### src/rtl/frac_dclk_pkg.sv
// Package: shared widths and helpers for the fractional display clock divider.
// Assumes the divide value is unsigned fixed point, integer bits above fraction bits.
package frac_dclk_pkg;
    localparam int INT_W  = 9;
    localparam int FRAC_W = 8;
    localparam int DIV_W  = INT_W + FRAC_W;
    localparam int ACC_W  = DIV_W + 1;
    // Half a period per reference cycle: 2.0 in fixed point
    localparam int HALF_STEP = 2 << FRAC_W;
    // Smallest legal divide value: 2.0 in fixed point
    localparam int MIN_RAW   = 2 << FRAC_W;

    typedef logic [DIV_W-1:0] div_t;
    typedef logic [ACC_W-1:0] acc_t;

    // True when the value gives at least one reference cycle per half period
    function automatic logic div_ok(input div_t v);
        return v >= div_t'(MIN_RAW);
    endfunction
endpackage

### src/rtl/frac_dclk_ctrl.sv
// Run control: decides start and stop, and latches the divide value.
// Assumes half_tick comes from the accumulator and dclk_q is the current output level.
module frac_dclk_ctrl
    import frac_dclk_pkg::*;
(
    input  logic clk,
    input  logic rst_n,
    input  logic en_i,
    input  div_t div_i,
    input  logic half_tick,
    input  logic dclk_q,
    output logic keep_run,
    output logic start,
    output logic run_q,
    output div_t per_q
);
    logic boundary;

    // Run condition is evaluated live every cycle
    always_comb keep_run = en_i && div_ok(div_i);
    // A start is a run request while stopped
    always_comb start = keep_run && !run_q;
    // The period ends when the high phase toggles back to low
    always_comb boundary = half_tick && dclk_q;

    // Run flag register
    always_ff @(posedge clk) begin
        if (!rst_n) run_q <= 1'b0;
        else        run_q <= keep_run;
    end

    // Divide value latch: loaded at start and at period boundaries
    always_ff @(posedge clk) begin
        if (!rst_n)                       per_q <= '0;
        else if (start)                   per_q <= div_i;
        else if (keep_run && boundary)    per_q <= div_i;
    end

    AST_PER_LATCH_AT_BOUNDARY: assert property (@(posedge clk) disable iff (!rst_n)
        (run_q && $past(run_q) && !$stable(per_q)) |-> $past(dclk_q) && !dclk_q) else $error("per changed mid-period");
    AST_PER_VALID: assert property (@(posedge clk) disable iff (!rst_n)
        run_q |-> per_q >= div_t'(MIN_RAW)) else $error("invalid latched value");
endmodule

### src/rtl/frac_dclk_acc.sv
// Phase accumulator: adds a half-period step per cycle and signals each half-period.
// Assumes per_q is at least HALF_STEP whenever run_q is set.
module frac_dclk_acc
    import frac_dclk_pkg::*;
(
    input  logic clk,
    input  logic rst_n,
    input  logic keep_run,
    input  logic start,
    input  logic run_q,
    input  div_t per_q,
    output logic half_tick
);
    acc_t acc_q;
    acc_t sum;
    acc_t per_ext;

    // Candidate phase after this cycle's step
    always_comb begin
        per_ext   = acc_t'(per_q);
        sum       = acc_q + acc_t'(HALF_STEP);
        half_tick = run_q && keep_run && (sum >= per_ext);
    end

    // Accumulator register: cleared when stopped or starting, residue kept on wrap
    always_ff @(posedge clk) begin
        if (!rst_n)                       acc_q <= '0;
        else if (!keep_run || start)      acc_q <= '0;
        else if (half_tick)               acc_q <= sum - per_ext;
        else                              acc_q <= sum;
    end

    AST_ACC_BELOW_PER: assert property (@(posedge clk) disable iff (!rst_n)
        run_q |-> acc_q < per_ext) else $error("accumulator overflow");
    AST_ACC_CLEAR_STOPPED: assert property (@(posedge clk) disable iff (!rst_n)
        !run_q |-> acc_q == '0) else $error("accumulator not cleared");
endmodule

### src/rtl/frac_dclk_out.sv
// Output stage: holds the divided clock level and the rising-edge strobe.
// Assumes half_tick is only raised while running.
module frac_dclk_out (
    input  logic clk,
    input  logic rst_n,
    input  logic keep_run,
    input  logic start,
    input  logic half_tick,
    output logic dclk_q,
    output logic rise_q
);
    // Output level and strobe registers
    always_ff @(posedge clk) begin
        if (!rst_n || !keep_run || start) begin
            dclk_q <= 1'b0;
            rise_q <= 1'b0;
        end else if (half_tick) begin
            dclk_q <= !dclk_q;
            rise_q <= !dclk_q;
        end else begin
            rise_q <= 1'b0;
        end
    end

    AST_RISE_MARKS_EDGE: assert property (@(posedge clk) disable iff (!rst_n)
        rise_q |-> dclk_q && !$past(dclk_q)) else $error("strobe without edge");
    AST_EDGE_HAS_RISE: assert property (@(posedge clk) disable iff (!rst_n)
        (dclk_q && !$past(dclk_q)) |-> rise_q) else $error("edge without strobe");
endmodule

### src/rtl/frac_dclk_div.sv
// Top: fractional display clock divider built from control, accumulator and output stage.
// Assumes div_i and en_i are synchronous to clk.
module frac_dclk_div
    import frac_dclk_pkg::*;
(
    input  logic             clk,
    input  logic             rst_n,
    input  logic             en_i,
    input  logic [DIV_W-1:0] div_i,
    output logic             dclk_o,
    output logic             rise_o
);
    logic keep_run, start, run_q, half_tick, dclk_q, rise_q;
    div_t per_q;

    frac_dclk_ctrl u_ctrl (
        .clk(clk), .rst_n(rst_n), .en_i(en_i), .div_i(div_i),
        .half_tick(half_tick), .dclk_q(dclk_q),
        .keep_run(keep_run), .start(start), .run_q(run_q), .per_q(per_q)
    );

    frac_dclk_acc u_acc (
        .clk(clk), .rst_n(rst_n), .keep_run(keep_run), .start(start),
        .run_q(run_q), .per_q(per_q), .half_tick(half_tick)
    );

    frac_dclk_out u_out (
        .clk(clk), .rst_n(rst_n), .keep_run(keep_run), .start(start),
        .half_tick(half_tick), .dclk_q(dclk_q), .rise_q(rise_q)
    );

    // Drive ports from the output stage
    always_comb begin
        dclk_o = dclk_q;
        rise_o = rise_q;
    end

    AST_LOW_WHEN_DISABLED: assert property (@(posedge clk) disable iff (!rst_n)
        !$past(en_i) |-> !dclk_o && !rise_o) else $error("output active while disabled");
    AST_LOW_WHEN_INVALID: assert property (@(posedge clk) disable iff (!rst_n)
        ($past(div_i) < DIV_W'(MIN_RAW)) |-> !dclk_o) else $error("output active on invalid value");
endmodule

### config.mk
export PLATFORM = sky130hd
export DESIGN_NAME = frac_dclk_div
export DESIGN_NICKNAME = d
export VERILOG_FILES = /design/src/rtl/frac_dclk_pkg.sv /design/src/rtl/frac_dclk_ctrl.sv /design/src/rtl/frac_dclk_acc.sv /design/src/rtl/frac_dclk_out.sv /design/src/rtl/frac_dclk_div.sv
export SDC_FILE = /design/constraint.sdc
export NUM_CORES = 1
export LEC_CHECK = 0
export ABC_AREA = 1
export ABC_CLOCK_PERIOD_IN_PS = 2700
export CAP_MARGIN = 20
export CORE_MARGIN = 2
export CORE_UTILIZATION = 36
export DETAILED_ROUTE_END_ITERATION = 8
export GPL_TIMING_DRIVEN = 0
export PLACE_DENSITY = 0.64
export SYNTH_ARGS = -nofsm -noshare
export SYNTH_HDL_FRONTEND = slang
export SYNTH_SLANG_ARGS = --single-unit
### constraint.sdc
create_clock -name clk -period 2.7 [get_ports clk]
set_clock_uncertainty 0.05 [all_clocks]
set_input_delay 0.405 -clock clk [delete_from_list [all_inputs] [get_ports clk]]
set_output_delay 0.405 -clock clk [all_outputs]
set_load 0.1 [all_outputs]
## Word level (Yosys, flattened, before mapping)

Cells that the tools add are included.

- Add/subtract/negate cells: 2
- Order comparisons: 2
- Mux-type cells: 3
- Bitwise logic cells: 2
- Reductions and logical operators: 16

Operator list:

| cell | count |
|---|---|
| $mux W17 | 2 |
| $add A18 B10 Y18 const B | 1 |
| $ge A18 B17 Y1 | 1 |
| $mux W18 | 1 |
| $sub A18 B17 Y18 | 1 |
| $ge A17 B10 Y1 const B | 1 |
| $logic_and A1 B1 Y1 | 6 |
| $logic_not A1 Y1 | 4 |
| $reduce_or A2 Y1 | 2 |
| $logic_or A1 B1 Y1 | 3 |
| $not A1 Y1 | 2 |
| $reduce_bool A2 Y1 | 1 |

- Flip-flop bits (word level): 38
- Input port bits: 20
- Logic and storage cells: 30

## Logic depth before layout (Yosys ltp)

Gate-level depths: netlist of run 1.

- Depth in word-level cells: 8
- Depth in mapped cells: 21
- Depth with buffers taken out: 20

## Cells and area by module

A second synthesis of run 1 with hierarchy kept.

- Cells, all modules: 520
- Area total of the unflattened synthesis: 3108.0 um2

Modules (own cells, without submodules):

| module | times used | cells each | area each (um2) | sequential area each (um2) |
|---|---|---|---|---|
| frac_dclk_acc | 1 | 349 | 2024.4 | 360.3 |
| frac_dclk_ctrl | 1 | 159 | 994.7 | 360.3 |
| frac_dclk_out | 1 | 12 | 88.8 | 40.0 |

## Worst setup path before layout of run 1

OpenSTA, ideal clock, no wires.

- Path type: register to register
- From: register u_acc.acc_q[11]
- To: register u_ctrl.per_q[10]
- Library setup time: 0.115 ns
- Arrival time: 2.235 ns
- Required time: 2.535 ns
- Setup slack: 0.300 ns
- Stages on the path, launching flop included: 19
- Path buffers: 1
- Period minus slack after synthesis: 2.400 ns
- Cells stage by stage: dfxtp_1 > nand2_1 > nor2_1 > nand2_1 > nor2_1 > nand2_1 > xor2_1 > inv_1 > ha_1 > inv_1 > nor2_1 > nand4_1 > nor2_1 > nand2_2 > nand2_4 > nand2_4 > buf_6 > a21oi_1 > nor2_1

- Cells in the longest elaborated chain, start to end: 6

RTL lines:

| what | line | text |
|---|---|---|
| from (decl) | frac_dclk_acc.sv:14 | `acc_t acc_q;` |
| from (signal assigned) | frac_dclk_acc.sv:29 | `else if (half_tick) acc_q <= sum - per_ext;` |
| from (signal assigned) | frac_dclk_acc.sv:30 | `else acc_q <= sum;` |
| $add A18 B10 Y18 | frac_dclk_acc.sv:21 | `sum = acc_q + acc_t'(HALF_STEP);` |
| $ge A18 B17 Y1 | frac_dclk_acc.sv:22 | `half_tick = run_q && keep_run && (sum >= per_ext);` |
| $logic_and A1 B1 Y1 | frac_dclk_acc.sv:22 |  |
| $logic_and A1 B1 Y1 | frac_dclk_ctrl.sv:24 | `always_comb boundary = half_tick && dclk_q;` |
| $logic_and A1 B1 Y1 | frac_dclk_ctrl.sv:36 | `else if (keep_run && boundary) per_q <= div_i;` |
| $reduce_bool A2 Y1 (no line) | - |  |
| to (signal assigned) | frac_dclk_ctrl.sv:35 | `else if (start) per_q <= div_i;` |
| to (signal assigned) | frac_dclk_ctrl.sv:36 |  |
| to (decl) | frac_dclk_ctrl.sv:15 | `output div_t per_q` |

No other way between the ends.
A chain may end at the register's enable or synchronous reset.

## Worst setup path in the final report of run 1

- From: register u_acc.acc_q[11]
- To: register u_ctrl.per_q[14]

Same word-level chain as after synthesis.

==> flow_summary.yaml, run 1 <==
outcome:
  status: "finished clean"
timing:
  finalHoldViolCount: 0
  final_max_slew_viol_count: 0
  final.setup.worst_slack_ns: 0.0575
  clock.fmax_ghz: 0.378
  rsz0062_at_grt: "yes"
  post-route-period-util_pct: 97.9
  setup_violations: 0
  slew_headroom_pct: 35.5
  tightest_slew_ns: 0.964
  fin_crit_ns: 2.64
layout:
  drive_gt1_share_pct: 18.5
  utilization_pct: 48.0
  regArea_um2: 764
  final_area_um2: 3480
  multiInputGateArea_um2: 1820
  final_cells: 554
  fillers: 765
  diodes: 0
  nets: 494
  syn2layout_area_growth_pct: 29.0
die:
  die_area_um2: 8210
  io-pin-count: 22
  core_um2: 7250
  rows: 31
  dieHeight_um: 90.6
  die_w_um: 90.6
  start_util_pct: 37.2
placed_design:
  gp_congestion: 0.939
  place_ws_ns: -0.152
  placed_area_um2: 3020
  io_buffers: 20
  dp_hpwl_um: 5240
  dp_cells: 533
clocking:
  cts-hold-fix-buffers: 0
  clock-root-buffer: "clkbuf_8"
  tritoncts: "yes"
  cts_inserted_buffers: 5
  clkLatencyLatePin_ns: 0.30
  cts.clk_slew.worst_paths_ns: 0.08
  cts.sinks: 38
  h-tree-depth: 2
  clockBufferDepth: 2
logic_synthesis:
  netlist_area_um2: 2700
  async_reset_ff_share_pct: 0
  avgSynthCellArea_um2: 6.52
  syn_inst: 414
  ys_ff_latch: 38
  synthFlopType: "dfxtp_1"
  seq_area_frac_synth_pct: 28.2
  ys_warn_count: 0
  synth-edff-count: 0
  ys_types: 29
  synth.net_count: 453
grt:
  grt_max_degree: 12
  grt-ovfl-total: 0
  antenna_found_initial: 0
  grt_pass1_vias: 2507
  track_usage_pct: 17.5
  grt_pass1_wl_um: 11700
detailed_routing:
  first_pass_iters: 4
  post_drt_wl_per_cell_um: 13.3
  drtIter0Drc: 176
  vias: 2745
  vias_per_cell: 4.95
  route.detailed.drc: 0
  final_antenna_net_count: 0
  routed_wl_um: 7390
setup_path:
  critical_path.startpoint_type: "flop"
  critPathKind: "flop to flop"
  crit_fanout: 9
  worstSetupEndpointType: "flop"
  arrival_ns: 2.78
  required_ns: 2.84
power:
  p_leak_uw: 0.00168
  vdd_drop_max_v: 0.000235
  p_per_area_nw_per_um2: 429
  power_uw: 1490
run:
  drv_cap: 0
min_path:
  min_path_type: "input pin to flop"
[layout make-up]
class | instances | area share (%)
sequential | 38 | 22.0
multi-input combinational | 309 | 52.3
clock buffer | 6 | 2.37
buffer | 11 | 2.41
timing repair buffer | 35 | 10.5
clock inverter | 1 | 0.863
inverter | 55 | 6.04
tap | 99 | 3.56
[where the power goes]
| group | internal [uW] | switching (uW) |
|---|---|---|
| clock network | 296 | 223 |
| registers | 581 | 6.51 |
| logic | 157 | 229 |
| total | 1030 | 458 |
[per-stage QoR]
stage / TNS, ns / hold WS (ns)
floorplan: 0 / 0.427
global placement: -3.00 / 0.455
detailed placement: -3.34 / 0.462
CTS: 0 / 0.378
global route: -2.96 / 0.398
finish: 0 / 0.384
[placed cells by master (no fill, tap or decap), drive strengths merged, types with 2 or more instances in the layout]
master,synthesis,routed
o21bai,5,5
a21o,2,2
ha,18,18
nand2,104,104
nand3b,2,2
dfxtp,38,38
nor3,4,4
xnor2,9,9
nand4,4,4
a21oi,45,45
buf,9,19
xor2,8,8
inv,55,54
clkdlybuf4s50,0,20
clkbuf,3,13
o21ai,17,17
a31oi,2,2
nor2,53,53
nand3,33,33
[cells by family (layout without fill, tap and decap cells)]
kind of cell | after synthesis | after routing | synth area share, %
xor gates and xnor gates | 17 | 17 | 5.52
AOI/OAI and AO/OA | 71 | 71 | 13.9
buffers and inverters | 67 | 108 | 10.5
adders and majority gates | 19 | 19 | 9.09
and+or+nand+nor | 202 | 202 | 32.8
DFF | 38 | 38 | 28.2
[worst max-delay path, cell delays in order (launching register included)]
cell	delay, ns
dfxtp_2	0.36
nand2_2	0.08
nor2_4	0.12
nand2_2	0.08
nor2_4	0.12
nand2_2	0.06
xor2_1	0.16
inv_2	0.08
ha_4	0.29
inv_2	0.06
nor2_4	0.12
nand4_1	0.15
nor2_2	0.13
nand2_2	0.07
nand2_4	0.11
nand2_8	0.11
clkbuf_16	0.19
a21oi_1	0.12
nor2_1	0.06
[repair_timing]
item,in CTS,in global routing
cloned,0,3
buffers inserted,2,10
gates resized for setup,12,40
setup endpoints to repair,35,37
pin swaps,3,18
[sequential cells by signal, summed over array words and instances, names as in the netlist]
| name | cells |
|---|---|
| u_ctrl.per_q | 17 |
| u_out.rise_q | 1 |
| u_acc.acc_q | 18 |
| u_out.dclk_q | 1 |
| u_ctrl.run_q | 1 |
[synthesized netlist by cell type (5+ instances only)]
cell type  number  share of area (%)
o21bai_1        5                1.4
xor2_1          8                2.6
xnor2_1         9                2.9
a21oi_1        45                8.3
o21ai_0        17                3.2
nand2_1        98                 14
nand3_1        29                5.4
inv_1          54                7.5
ha_1           18                8.3
buf_2           5               0.93
nor2_1         50                7.0
dfxtp_1        38                 28
[path summary, 6_finish.rpt]
check / endpoint / from / depth (start not counted) / slack (ns)
worst min-delay path: u_ctrl.per_q[9] / rst_n / 3 / 0.38
worst max-delay path: u_ctrl.per_q[14] / u_acc.acc_q[11] / 18 / 0.06
worst min register to register: u_acc.acc_q[1] / u_acc.acc_q[1] / 2 / 0.48
worst max register to register: u_ctrl.per_q[14] / u_acc.acc_q[11] / 18 / 0.06
[layer usage]
layer  GRT usage (%)  routed length, um  vias to the layer above
li1                -                  -                     1411
met1            23.4               3310                     1260
met2            29.0               3590                       65
met3            3.42                429                        9
met4            4.23                 64                        0
met5               0                  0                        -
Note: power is estimated with default switching activity, not from simulation.
==> run 2, diff against run 1 <==
--- a/config.mk
+++ b/config.mk
@@ -9,10 +9,10 @@
 export ABC_CLOCK_PERIOD_IN_PS = 2700
 export CAP_MARGIN = 20
 export CORE_MARGIN = 2
-export CORE_UTILIZATION = 36
+export CORE_UTILIZATION = 45
 export DETAILED_ROUTE_END_ITERATION = 8
 export GPL_TIMING_DRIVEN = 0
-export PLACE_DENSITY = 0.64
+export PLACE_DENSITY = 0.74
 export SYNTH_ARGS = -nofsm -noshare
 export SYNTH_HDL_FRONTEND = slang
 export SYNTH_SLANG_ARGS = --single-unit
==> flow_summary.yaml, run 2 (synthesis gave the netlist of run 1 again) <==
setup_path:
  crit_family: "simple AND/OR/NAND/NOR gates"
  r2r-end: "u_ctrl.per_q[5]"
  worstSetupEndpointType: "flop"
  worstPathCellList: "ha_2 > nand2_2 > nor3_2 > xor2_1 > ha_1 > nand2_2 > nor2_4 > nand4_1 > nor2_1 > nand2_2 > nand2_4 > nand2_8 > buf_8 > a21oi_1 > nor2_1"
  critPathKind: "flop to flop"
  required_ns: 2.84
  slowest_stage: "dfxtp_2"
  regToRegSetupSlack_ns: 0.06
  cp_num_buf_inv: 1
  crit_fanout: 7
  crit_top_cell: "nand2_2"
  critical_path.startpoint_type: "flop"
  rr_worst_depth: 15
  arrival_ns: 2.78
  rr_startpoint: "u_acc.acc_q[9]"
  max_stage_delay_ns: 0.34
detailed_routing:
  drtIter0Drc: 120
  vias: 2685
  first_pass_iters: 4
  routed_wl_um: 7010
  post_drt_wl_per_cell_um: 13.3
  final_antenna_net_count: 0
  route.detailed.drc: 0
  vias_per_cell: 5.09
timing:
  final_max_slew_viol_count: 0
  tightest_slew_ns: 0.957
  finalHoldViolCount: 0
  clock.fmax_ghz: 0.378
  fin_crit_ns: 2.64
  rsz0062_at_grt: "yes"
  slew_headroom_pct: 36.0
  setup_violations: 0
  post-route-period-util_pct: 97.9
clocking:
  clkLatencyLatePin_ns: 0.30
  cts.clk_slew.worst_paths_ns: 0.08
  cts_inserted_buffers: 5
  h-tree-depth: 2
  tritoncts: "yes"
  clock-root-buffer: "clkbuf_8"
  clockBufferDepth: 2
  cts-hold-fix-buffers: 0
  cts.sinks: 38
layout:
  reg_top3: "u_acc.acc_q: 18 flops, u_ctrl.per_q: 17 flops"
  drive_gt1_share_pct: 18.1
  fillers: 550
  regArea_um2: 766
  syn2layout_area_growth_pct: 27.1
  layout_common_cells: "nand2_1 (93), inv_1 (51), nor2_1 (45)"
  diodes: 0
  multiInputGateArea_um2: 1850
  largest_reg_flops: 18
  regMostFlops: "u_acc.acc_q"
  utilization_pct: 58.6
  final_common_cell: "nand2_1"
  nets: 491
  final_area_um2: 3430
min_path:
  min_path_cells: 3
  hold_path_end: "u_ctrl.per_q[14]"
  hp-start: "rst_n"
  min_path_type: "input pin to flop"
power:
  p_clk_share_pct: 30.3
  p_leak_uw: 0.00167
  p_per_area_nw_per_um2: 402
  power_frac_comb_pct: 27.0
  p_int_uw: 939
  power_frac_seq_pct: 42.6
  swShare_pct: 31.9
  vdd_drop_max_v: 0.000230
  power_switching_uw: 440
die:
  start_util_pct: 46.1
  dieHeight_um: 81.4
  die_w_um: 81.4
  die_area_um2: 6630
  core_um2: 5850
  rows: 28
  io-pin-count: 22
outcome:
  status: "finished clean"
grt:
  grt_pass1_vias: 2417
  grt_max_degree: 12
  track_usage_pct: 20.9
  grt_pass1_wl_um: 10700
  grt-ovfl-total: 0
  grtUsageMet3_pct: 4.51
  antenna_found_initial: 0
  busiest_layer: "met2"
  grt_use_met2_pct: 37.5
  grt_use_met1_pct: 25.6
run:
  drv_cap: 0
placed_design:
  gp_congestion: 0.911
  io_buffers: 20
  dp_hpwl_um: 5260
  placed_area_um2: 2990
## run 2: power by group through the flow
stage / clock [uW] / sequential, uW / combinational (uW)
floorplan: 0 / 600 / 250
finish: 418 / 588 / 373
global route: 443 / 590 / 413
global placement: 0 / 600 / 334
detailed placement: 0 / 601 / 336
CTS: 420 / 588 / 344
## run 2: worst max-delay path by stage
stage / startpoint / to / slack [ns] / depth (start not counted)
after floorplan: u_acc.acc_q[11] / u_ctrl.per_q[10] / 0.30 / 18
after CTS: u_acc.acc_q[9] / u_ctrl.per_q[0] / 0.01 / 18
final: u_acc.acc_q[9] / u_ctrl.per_q[5] / 0.06 / 15
after global routing: u_acc.acc_q[10] / u_ctrl.per_q[5] / -0.11 / 17
after detailed placement: u_acc.acc_q[9] / u_ctrl.per_q[0] / -0.15 / 18
after global placement: u_acc.acc_q[9] / u_ctrl.per_q[0] / -0.11 / 18
## run 2: final cells by class
cell class / instances / share of cell area [%]
Timing Repair Buffer: 31 / 9.77
Tap cell: 75 / 2.74
Clock inverter: 1 / 0.146
Inverter: 55 / 6.02
Sequential cell: 38 / 22.3
Clock buffer: 7 / 2.52
Multi-Input combinational cell: 310 / 54.0
Buffer: 11 / 2.44
## run 2: per-stage QoR
step                      std cells  TNS, ns  power, uW  hold slack, ns  setup WS, ns
after floorplan                 414        0        850           0.427         0.300
after global placement          509    -1.55        933           0.451        -0.110
after detailed placement        509    -2.89        936           0.460        -0.150
after CTS                       517        0       1350           0.376        0.0101
after global routing            528    -2.28       1450           0.402        -0.111
final                           528        0       1380           0.378        0.0561
## run 2: routing by layer
metal / up-vias / routed length, um / share of wire [%]
li1: 1405 / - / -
met5: - / 0 / 0
met4: 0 / 85 / 1.2
met3: 7 / 424 / 6.1
met2: 70 / 3470 / 50
met1: 1203 / 3020 / 43
## run 2: worst register-to-register path: stages, from the launching register on
cell and delay, ns:
dfxtp_2 0.34, ha_2 0.19, nand2_2 0.09, nor3_2 0.16, xor2_1 0.25, ha_1 0.27, nand2_2 0.11, nor2_4 0.14
nand4_1 0.11, nor2_1 0.14, nand2_2 0.08, nand2_4 0.13, nand2_8 0.11, buf_8 0.17, a21oi_1 0.14, nor2_1 0.06
## run 2: repair_timing
item,4_1_cts,5_1_grt
hold endpoints to repair,0,0
setup endpoints to repair,35,36
gates resized for setup,8,45
buffers inserted,0,8
pin swaps,1,25
cloned,0,4
